[config.mk]
export PLATFORM = sky130hd
export DESIGN_NAME = ahbl_wait_slave
export DESIGN_NICKNAME = d
export VERILOG_FILES = /design/src/rtl/ahbl_ws_pkg.sv /design/src/rtl/ahbl_ws_capture.sv /design/src/rtl/ahbl_ws_fsm.sv /design/src/rtl/ahbl_ws_regfile.sv /design/src/rtl/ahbl_wait_slave.sv
export SDC_FILE = /design/constraint.sdc
export NUM_CORES = 1
export LEC_CHECK = 0
export BUFFER_PORTS_ARGS = -buffer_cell sky130_fd_sc_hd__buf_2
export CAP_MARGIN = 40
export CORE_AREA = 2 2 146 148
export CTS_CLUSTER_DIAMETER = 30
export DETAILED_ROUTE_END_ITERATION = 8
export DIE_AREA = 0 0 148 150
export PLACE_DENSITY = 0.83
export REMOVE_ABC_BUFFERS = 1
export SYNTH_ARGS = -nofsm -noshare
export SYNTH_HDL_FRONTEND = slang
export SYNTH_SLANG_ARGS = --single-unit
[constraint.sdc]
create_clock -name clk -period 2.38 [get_ports clk]
set_input_delay 0.119 -clock clk [delete_from_list [all_inputs] [get_ports clk]]
set_output_delay 0.119 -clock clk [all_outputs]
set_load 0.01 [all_outputs]
[src/rtl/ahbl_ws_pkg.sv]
package ahbl_ws_pkg;
    typedef enum logic [2:0] {
        ST_IDLE,
        ST_WAIT,
        ST_DONE,
        ST_ERR_LO,
        ST_ERR_HI
    } slv_state_e;

    localparam logic RESP_OKAY  = 1'b0;
    localparam logic RESP_ERROR = 1'b1;
endpackage

[src/rtl/ahbl_ws_capture.sv]
module ahbl_ws_capture #(
    parameter int ADDR_W   = 13,
    parameter int NUM_REGS = 8,
    parameter int IDX_W    = 3
) (
    input  logic              clk,
    input  logic              rst_n,
    input  logic              accept,
    input  logic [ADDR_W-1:0] haddr,
    input  logic              hwrite,
    output logic              in_hit,
    output logic              cap_write,
    output logic [IDX_W-1:0]  cap_idx
);
    localparam int WORD_W = ADDR_W - 2;
    localparam logic [WORD_W-1:0] LIMIT = WORD_W'(NUM_REGS);

    logic [WORD_W-1:0] word_off;

    assign word_off = haddr[ADDR_W-1:2];
    assign in_hit   = (word_off < LIMIT);

    always_ff @(posedge clk or negedge rst_n) begin
        if (!rst_n) begin
            cap_write <= 1'b0;
            cap_idx   <= '0;
        end else if (accept) begin
            cap_write <= hwrite;
            cap_idx   <= word_off[IDX_W-1:0];
        end
    end
endmodule

[src/rtl/ahbl_ws_fsm.sv]
module ahbl_ws_fsm
    import ahbl_ws_pkg::*;
#(
    parameter int WAIT_W = 2
) (
    input  logic              clk,
    input  logic              rst_n,
    input  logic              accept,
    input  logic              in_hit,
    input  logic [WAIT_W-1:0] wait_cfg,
    output logic              hreadyout,
    output logic              hresp,
    output logic              data_done
);
    slv_state_e        state, nxt;
    logic [WAIT_W-1:0] cnt, cnt_nxt;

    always_comb begin
        nxt     = state;
        cnt_nxt = cnt;
        unique case (state)
            ST_IDLE, ST_DONE, ST_ERR_HI: begin
                if (accept) begin
                    if (!in_hit) begin
                        nxt = ST_ERR_LO;
                    end else if (wait_cfg == '0) begin
                        nxt = ST_DONE;
                    end else begin
                        nxt     = ST_WAIT;
                        cnt_nxt = wait_cfg - 1'b1;
                    end
                end else begin
                    nxt = ST_IDLE;
                end
            end
            ST_WAIT: begin
                if (cnt == '0) nxt = ST_DONE;
                else           cnt_nxt = cnt - 1'b1;
            end
            ST_ERR_LO: nxt = ST_ERR_HI;
            default:   nxt = ST_IDLE;
        endcase
    end

    always_ff @(posedge clk or negedge rst_n) begin
        if (!rst_n) begin
            state <= ST_IDLE;
            cnt   <= '0;
        end else begin
            state <= nxt;
            cnt   <= cnt_nxt;
        end
    end

    always_comb begin
        hreadyout = 1'b1;
        hresp     = RESP_OKAY;
        data_done = 1'b0;
        unique case (state)
            ST_IDLE:   ;
            ST_WAIT:   hreadyout = 1'b0;
            ST_DONE:   data_done = 1'b1;
            ST_ERR_LO: begin hreadyout = 1'b0; hresp = RESP_ERROR; end
            ST_ERR_HI: hresp = RESP_ERROR;
            default:   ;
        endcase
    end

    // a cycle without acceptance leaves the slave ready with OKAY
    p_ignored_cycle_r2: assert property (@(posedge clk) disable iff (!rst_n)
        (hreadyout && !accept) |=> (hreadyout && !hresp));

    // zero wait states finish in the very next cycle
    p_zero_wait_r3: assert property (@(posedge clk) disable iff (!rst_n)
        (accept && in_hit && wait_cfg == '0) |=> (hreadyout && !hresp));

    // one wait state gives exactly one low cycle
    p_one_wait_r3: assert property (@(posedge clk) disable iff (!rst_n)
        (accept && in_hit && wait_cfg == WAIT_W'(1)) |=> !hreadyout ##1 hreadyout);

    // the low error cycle is always followed by the high error cycle
    p_err_two_cycle_r6: assert property (@(posedge clk) disable iff (!rst_n)
        (hresp && !hreadyout) |=> (hresp && hreadyout));

    // a wait cycle of a mapped transfer never turns into an error
    p_wait_okay_r8: assert property (@(posedge clk) disable iff (!rst_n)
        (!hreadyout && !hresp) |=> !hresp);
endmodule

[src/rtl/ahbl_ws_regfile.sv]
module ahbl_ws_regfile #(
    parameter int DATA_W   = 32,
    parameter int NUM_REGS = 8,
    parameter int IDX_W    = 3
) (
    input  logic              clk,
    input  logic              rst_n,
    input  logic              wr_en,
    input  logic [IDX_W-1:0]  wr_idx,
    input  logic [DATA_W-1:0] wr_data,
    input  logic [IDX_W-1:0]  rd_idx,
    output logic [DATA_W-1:0] rd_data
);
    logic [DATA_W-1:0] q [NUM_REGS];

    for (genvar k = 0; k < NUM_REGS; k++) begin : g_reg
        always_ff @(posedge clk or negedge rst_n) begin
            if (!rst_n)                              q[k] <= '0;
            else if (wr_en && wr_idx == IDX_W'(k))   q[k] <= wr_data;
        end

        // a register only changes in a cycle that writes it
        p_hold_r4: assert property (@(posedge clk) disable iff (!rst_n)
            !(wr_en && wr_idx == IDX_W'(k)) |=> $stable(q[k]));
    end

    always_comb begin
        rd_data = '0;
        for (int k = 0; k < NUM_REGS; k++) begin
            if (rd_idx == IDX_W'(k)) rd_data = q[k];
        end
    end
endmodule

[src/rtl/ahbl_wait_slave.sv]
module ahbl_wait_slave #(
    parameter int ADDR_W   = 13,
    parameter int DATA_W   = 32,
    parameter int NUM_REGS = 8,
    parameter int WAIT_W   = 2
) (
    input  logic              clk,
    input  logic              rst_n,
    input  logic              hsel,
    input  logic [ADDR_W-1:0] haddr,
    input  logic [1:0]        htrans,
    input  logic              hwrite,
    input  logic [DATA_W-1:0] hwdata,
    input  logic              hready,
    input  logic [WAIT_W-1:0] wait_cfg,
    output logic              hreadyout,
    output logic              hresp,
    output logic [DATA_W-1:0] hrdata
);
    localparam int IDX_W = (NUM_REGS > 1) ? $clog2(NUM_REGS) : 1;

    logic              accept;
    logic              in_hit;
    logic              cap_write;
    logic [IDX_W-1:0]  cap_idx;
    logic              data_done;
    logic [DATA_W-1:0] rd_data;

    assign accept = hsel && htrans[1] && hready;

    ahbl_ws_capture #(
        .ADDR_W(ADDR_W), .NUM_REGS(NUM_REGS), .IDX_W(IDX_W)
    ) u_capture (
        .clk(clk), .rst_n(rst_n), .accept(accept), .haddr(haddr),
        .hwrite(hwrite), .in_hit(in_hit), .cap_write(cap_write),
        .cap_idx(cap_idx)
    );

    ahbl_ws_fsm #(.WAIT_W(WAIT_W)) u_fsm (
        .clk(clk), .rst_n(rst_n), .accept(accept), .in_hit(in_hit),
        .wait_cfg(wait_cfg), .hreadyout(hreadyout), .hresp(hresp),
        .data_done(data_done)
    );

    ahbl_ws_regfile #(
        .DATA_W(DATA_W), .NUM_REGS(NUM_REGS), .IDX_W(IDX_W)
    ) u_regs (
        .clk(clk), .rst_n(rst_n), .wr_en(data_done && cap_write),
        .wr_idx(cap_idx), .wr_data(hwdata), .rd_idx(cap_idx),
        .rd_data(rd_data)
    );

    assign hrdata = (data_done && !cap_write) ? rd_data : '0;

    // read data is zero while the data phase is still stretched
    p_rdata_quiet_r5: assert property (@(posedge clk) disable iff (!rst_n)
        !hreadyout |-> (hrdata == '0));

    // ready with no error lets the next address be taken at once
    p_pipeline_r7: assert property (@(posedge clk) disable iff (!rst_n)
        (accept && in_hit && wait_cfg == '0 && hreadyout) |=> hreadyout);
endmodule

Yosys cells after proc, flatten, opt, wreduce, memory -nomap -nowiden. Cells that the tools add are included. Widths: inputs -> output; s select.

Magnitude comparators: 1. Muxes and demuxes: 22. Reduce and logical (&&, ||, !) cells: 22. Add/sub/neg operators: 2. Equal/unequal tests: 16.

Operators by type and width (count): $mux 32 (9); $eq 3x3->1 const B (5); $eq 3x2->1 const B (4); $logic_and 1x1->1 (12); $lt 11x4->1 const B (1); $mux 2 (5); $mux 3 (3); $pmux 3 s3 (1); $eq 3x1->1 const B (2); $logic_not 3->1 (2); $ne 2x2->1 const B (3); $reduce_and 5->1 (1); $logic_not 2->1 (2); $ne 2x1->1 const B (2); $pmux 2 s2 (1); $reduce_or 2->1 (2); $sub 2x1->2 const B (2); $mux 1 (3); $reduce_or 3->1 (1); $reduce_bool 2->1 (1); $logic_not 1->1 (1).

Word-level logic and storage cells: 75. Register bits: 265. Input bits: 54.

Longest topological paths before layout.
Depth in word-level cells: 10. Gate-level depth with buffers: 8. Gate-level depth less buffers: 4.

Hierarchy. From an unflattened synthesis, not the netlist that was laid out.

Cells, all modules: 748. Area, all modules: 12474.5 sq um.

Modules (own cells, without submodules): ahbl_ws_regfile (area an instance 11639.9 sq um, sequential area each 6406.1 sq um, cells an instance 665, times used 1); ahbl_wait_slave (area an instance 364.1 sq um, sequential area each 0.0 sq um, cells an instance 40, times used 1); ahbl_ws_fsm (area an instance 306.5 sq um, sequential area each 125.1 sq um, cells an instance 32, times used 1); ahbl_ws_capture (area an instance 163.9 sq um, sequential area each 100.1 sq um, cells an instance 11, times used 1).

Worst setup path before layout. OpenSTA, ideal clock, no wires.

Kind: register to output. From: register u_fsm.state[2]. To: output port hrdata[11]. Slack: 428 ps. Cell stages (with the launch flop): 5. Required time: 2261 ps. Data arrival time: 1833 ps. Path through: dfrtp_1 -> or4b_1 -> clkbuf_1 -> clkbuf_1 -> a2111oi_0.

Word-level cells in the longest chain between the ends: 4.

RTL lines: start, declared (line ahbl_ws_fsm.sv:15) `slv_state_e state, nxt;`; start signal, assigned (line ahbl_ws_fsm.sv:50) `state <= nxt;`; $eq 3x2->1 (line ahbl_ws_fsm.sv:59) `unique case (state)`; $mux 1 (line ahbl_ws_fsm.sv:59); $logic_and 1x1->1 (line ahbl_wait_slave.sv:53) `assign hrdata = (data_done && !cap_write) ? rd_data : '0;`; $mux 32 (line ahbl_wait_slave.sv:53); end, declared (line ahbl_wait_slave.sv:18) `output logic [DATA_W-1:0] hrdata`.

Every way passes these cells.

Worst setup path after layout.
From: register u_capture.cap_idx[0]. To: output port hrdata[7].

Word-level cells in the longest chain between the ends: 10.

RTL lines: start, declared (line ahbl_ws_capture.sv:13) `output logic [IDX_W-1:0] cap_idx`; start signal, assigned (line ahbl_ws_capture.sv:29) `cap_idx <= word_off[IDX_W-1:0];`; $logic_not 3->1 (line ahbl_ws_regfile.sv:30) `if (rd_idx == IDX_W'(k)) rd_data = q[k];`; $mux 32 (7 in series) (line ahbl_ws_regfile.sv:30); $mux 32 * (line ahbl_ws_regfile.sv:30); $mux 32 * (line ahbl_wait_slave.sv:53).

Mark *: on every way between the ends. The rest lies on a longest branch, timed or not.

==> out/results.ini <==
[status]
status=finished with violations
violations=negative setup slack

[global_route]
grt_pass1_wl_mm=50.0
gr-total-overflow=0
antenna_found_initial=0
grtUsageTotal_pct=29.0
first_global_vias=9291
grt_max_degree=77

[worst_hold_path]
worstHoldEndpoint=u_fsm.state[1]
hold_class=input port to register
min_from=wait_cfg[1]
hold_depth=4

[sta]
setup_tns_ns=-0.00826
post-route-period-util_pct=100
setup_viol=3
slew_violations=0
min_period_ns=2.38
slew-limit-headroom_pct=58.7
clock_skew_ns=0.0110
fin_ws_ns=-0.00417
rsz0062_at_grt=yes
worst_pin_slew_ns=0.619
hold_violations=0
max_clock_freq_mhz=419

[placement]
gp_congestion=0.772
placed_cells=1237
hpwl_mm=16.9
io_buffers=84
pre_cts_ws_ns=0.168

[critical_path]
reg2regPathDepth=6
cp-start-kind=register
required_ns=2.26
cp.arrival_ns=2.27
end_kind=output port
crit_type=register to output port
reg2reg_from=u_fsm.state[0]
regToRegEndpoint=u_regs.q[97]
r2r_setup_slack_ns=0.09
path_max_fanout=18

[logic_synthesis]
synth-seq-area-share_pct=54.5
syn_avg_cell_area_um2=13.6
yosysUniqueCellTypes=41
ys_warn_count=0
ys_ff_latch=265
async_reset_ff_share_pct=100
synth-main-ff-cell=dfrtp_1
synth_cells=892
synth_edf_count=0
syn-cell-area_mm2=0.0122

[detailed_routing]
drt_iter0_markers=591
drc=0
routed_wl_mm=31.8
dr_total_vias=8594
drt_first_pass_iters=7
antenna_left=0
wl_per_cell_um=22.7
via_per_inst=6.14

[die]
fp.dieH_um=150
floorplan.initialDensity_pct=58.8
dieArea_mm2=0.0222
num_io_pins=88
die_x_um=148
coreArea_mm2=0.0207
core.rowCount=53

[clocking]
cts_tree=yes
cts.clk_slew.worst_paths_ns=0.05
clock_latency_ns=0.56
clockBufferDepth=3
cts_root_buf=clkbuf_16
htreeDepth=2
cts_buffers=54
cts.sinks=265

[job]
max_cap_violations=0

[final_layout]
synthToLayoutAreaGrowth_pct=30.0
n_antenna_cell=0
fin_util_pct=76.4
drive_above_1_share_pct=49.2
nets=1135
final_cells=1400
fillers=1194

[power_and_ir_drop]
leakagePower_uw=0.00735
p_per_area_mw_per_mm2=1300
irDropWorstVdd_uv=959

how the worst max path moves through the flow:
| stage | start | to | slack (ns) |
|---|---|---|---|
| 4_1_cts | u_capture.cap_write | hrdata[26] | -0.02 |
| 3_5_place_dp | u_fsm.state[2] | hrdata[26] | 0.17 |
| 6_report | u_capture.cap_idx[0] | hrdata[7] | -0.004 |
| 5_1_grt | u_capture.cap_idx[0] | hrdata[10] | -0.06 |
| 2_1_floorplan | u_capture.cap_idx[0] | u_regs.q[192] | -3.00 |
| 3_3_place_gp | u_fsm.state[2] | hrdata[26] | 0.18 |
per-layer routing:
| metal | up-vias | wire [um] | track usage (%) |
|---|---|---|---|
| li1 | 3663 | - | - |
| met1 | 4475 | 12900 | 37.0 |
| met2 | 357 | 15900 | 48.7 |
| met3 | 99 | 1930 | 5.12 |
| met4 | 0 | 1070 | 13.0 |
| met5 | - | 0 | 0 |
layout by cell type, fill, tap and decap left out, types with 6 or more instances in the layout:
cell type,n
dfrtp_1,260
clkinv_2,8
o22ai_1,29
mux2_2,232
dlygate4sd3_1,41
buf_4,42
mux2i_1,75
nand2_1,7
mux4_2,6
mux2_4,30
buf_2,83
inv_6,6
a22oi_1,24
clkbuf_1,7
clkbuf_16,57
buf_12,12
a21oi_1,25
buf_6,7
clkinvlp_4,10
nor2_1,67
Yosys cell counts, types with 2 or more instances:
library cell / n / area (um2)
a2111oi_0: 6 / 52.6
a21o_1: 3 / 22.5
a21oi_1: 30 / 150
a22oi_1: 24 / 180
a32o_1: 2 / 20.0
buf_2: 31 / 155
buf_4: 5 / 37.5
buf_6: 4 / 45.0
clkbuf_1: 19 / 71.3
dfrtp_1: 265 / 6630
inv_1: 4 / 15.0
mux2_1: 4 / 45.0
mux2_2: 232 / 2610
mux2_4: 30 / 450
mux2i_1: 75 / 751
mux4_2: 6 / 135
nand2_1: 10 / 37.5
nand2b_1: 5 / 31.3
nand3_1: 4 / 20.0
nor2_1: 68 / 255
nor3_2: 2 / 20.0
nor3b_2: 2 / 25.0
nor4_1: 2 / 12.5
o211ai_1: 3 / 22.5
o21ai_0: 6 / 30.0
o22ai_1: 33 / 206
or2_2: 3 / 18.8
stage by stage:
stage	total power (uW)	hold WS, ns	cell area [um2]
2_1_floorplan	10900	-0.177	11900
3_3_place_gp	11900	0.140	13100
3_5_place_dp	12300	0.135	13100
4_1_cts	20300	0.00453	15600
5_1_grt	21400	0.0720	15800
6_report	20500	0.0150	15800
power by group:
group          leakage, uW  internal [uW]  switching [uW]
Clock             0.000874           4950            2550
Combinational      0.00314           2940            2180
Sequential         0.00333           6600            1280
sequential cells by signal (all words and copies together) (netlist names):
name and cells:
u_regs.q 256, u_fsm.state 3, u_capture.cap_write 1, u_capture.cap_idx 3, u_fsm.cnt 2
worst max-delay path: stages (launching register included):
cell,delay [ns]
dfrtp_4,0.49
buf_6,0.29
clkbuf_16,0.22
mux2i_1,0.24
nor2_1,0.08
nor2_1,0.14
a21oi_2,0.09
buf_2,0.15
timing repair:
action,CTS,global route
cloned,1,3
setup buffers,12,7
hold buffers,41,0
pin swaps,7,11
gates resized for setup,53,19
setup endpoints to repair,32,55
endpoints found under the hold margin,335,0
final cells by class:
| cell class | count | area (um2) | share of cell area (%) |
|---|---|---|---|
| Inverter | 4 | 20.0 | 0.127 |
| Tap cell | 275 | 344 | 2.18 |
| Clock inverter | 33 | 364 | 2.30 |
| Timing Repair Buffer | 191 | 1570 | 9.93 |
| Clock buffer | 67 | 1470 | 9.31 |
| Multi-Input combinational cell | 565 | 5400 | 34.2 |
| Sequential cell | 265 | 6640 | 42.0 |
cell families (layout without fill, tap and decap cells):
family                    count (synthesis)  count (layout)  synth area share, %
xor gates and xnor gates                  1               1               0.0720
AOI/OAI and AO/OA                       111             111                 5.89
and+or+nand+nor                         104             106                 3.98
muxes                                   347             347                 32.8
buffers and inverters                    64             295                 2.70
DFF                                     265             265                 54.5
(Power assumes the default switching activity.)
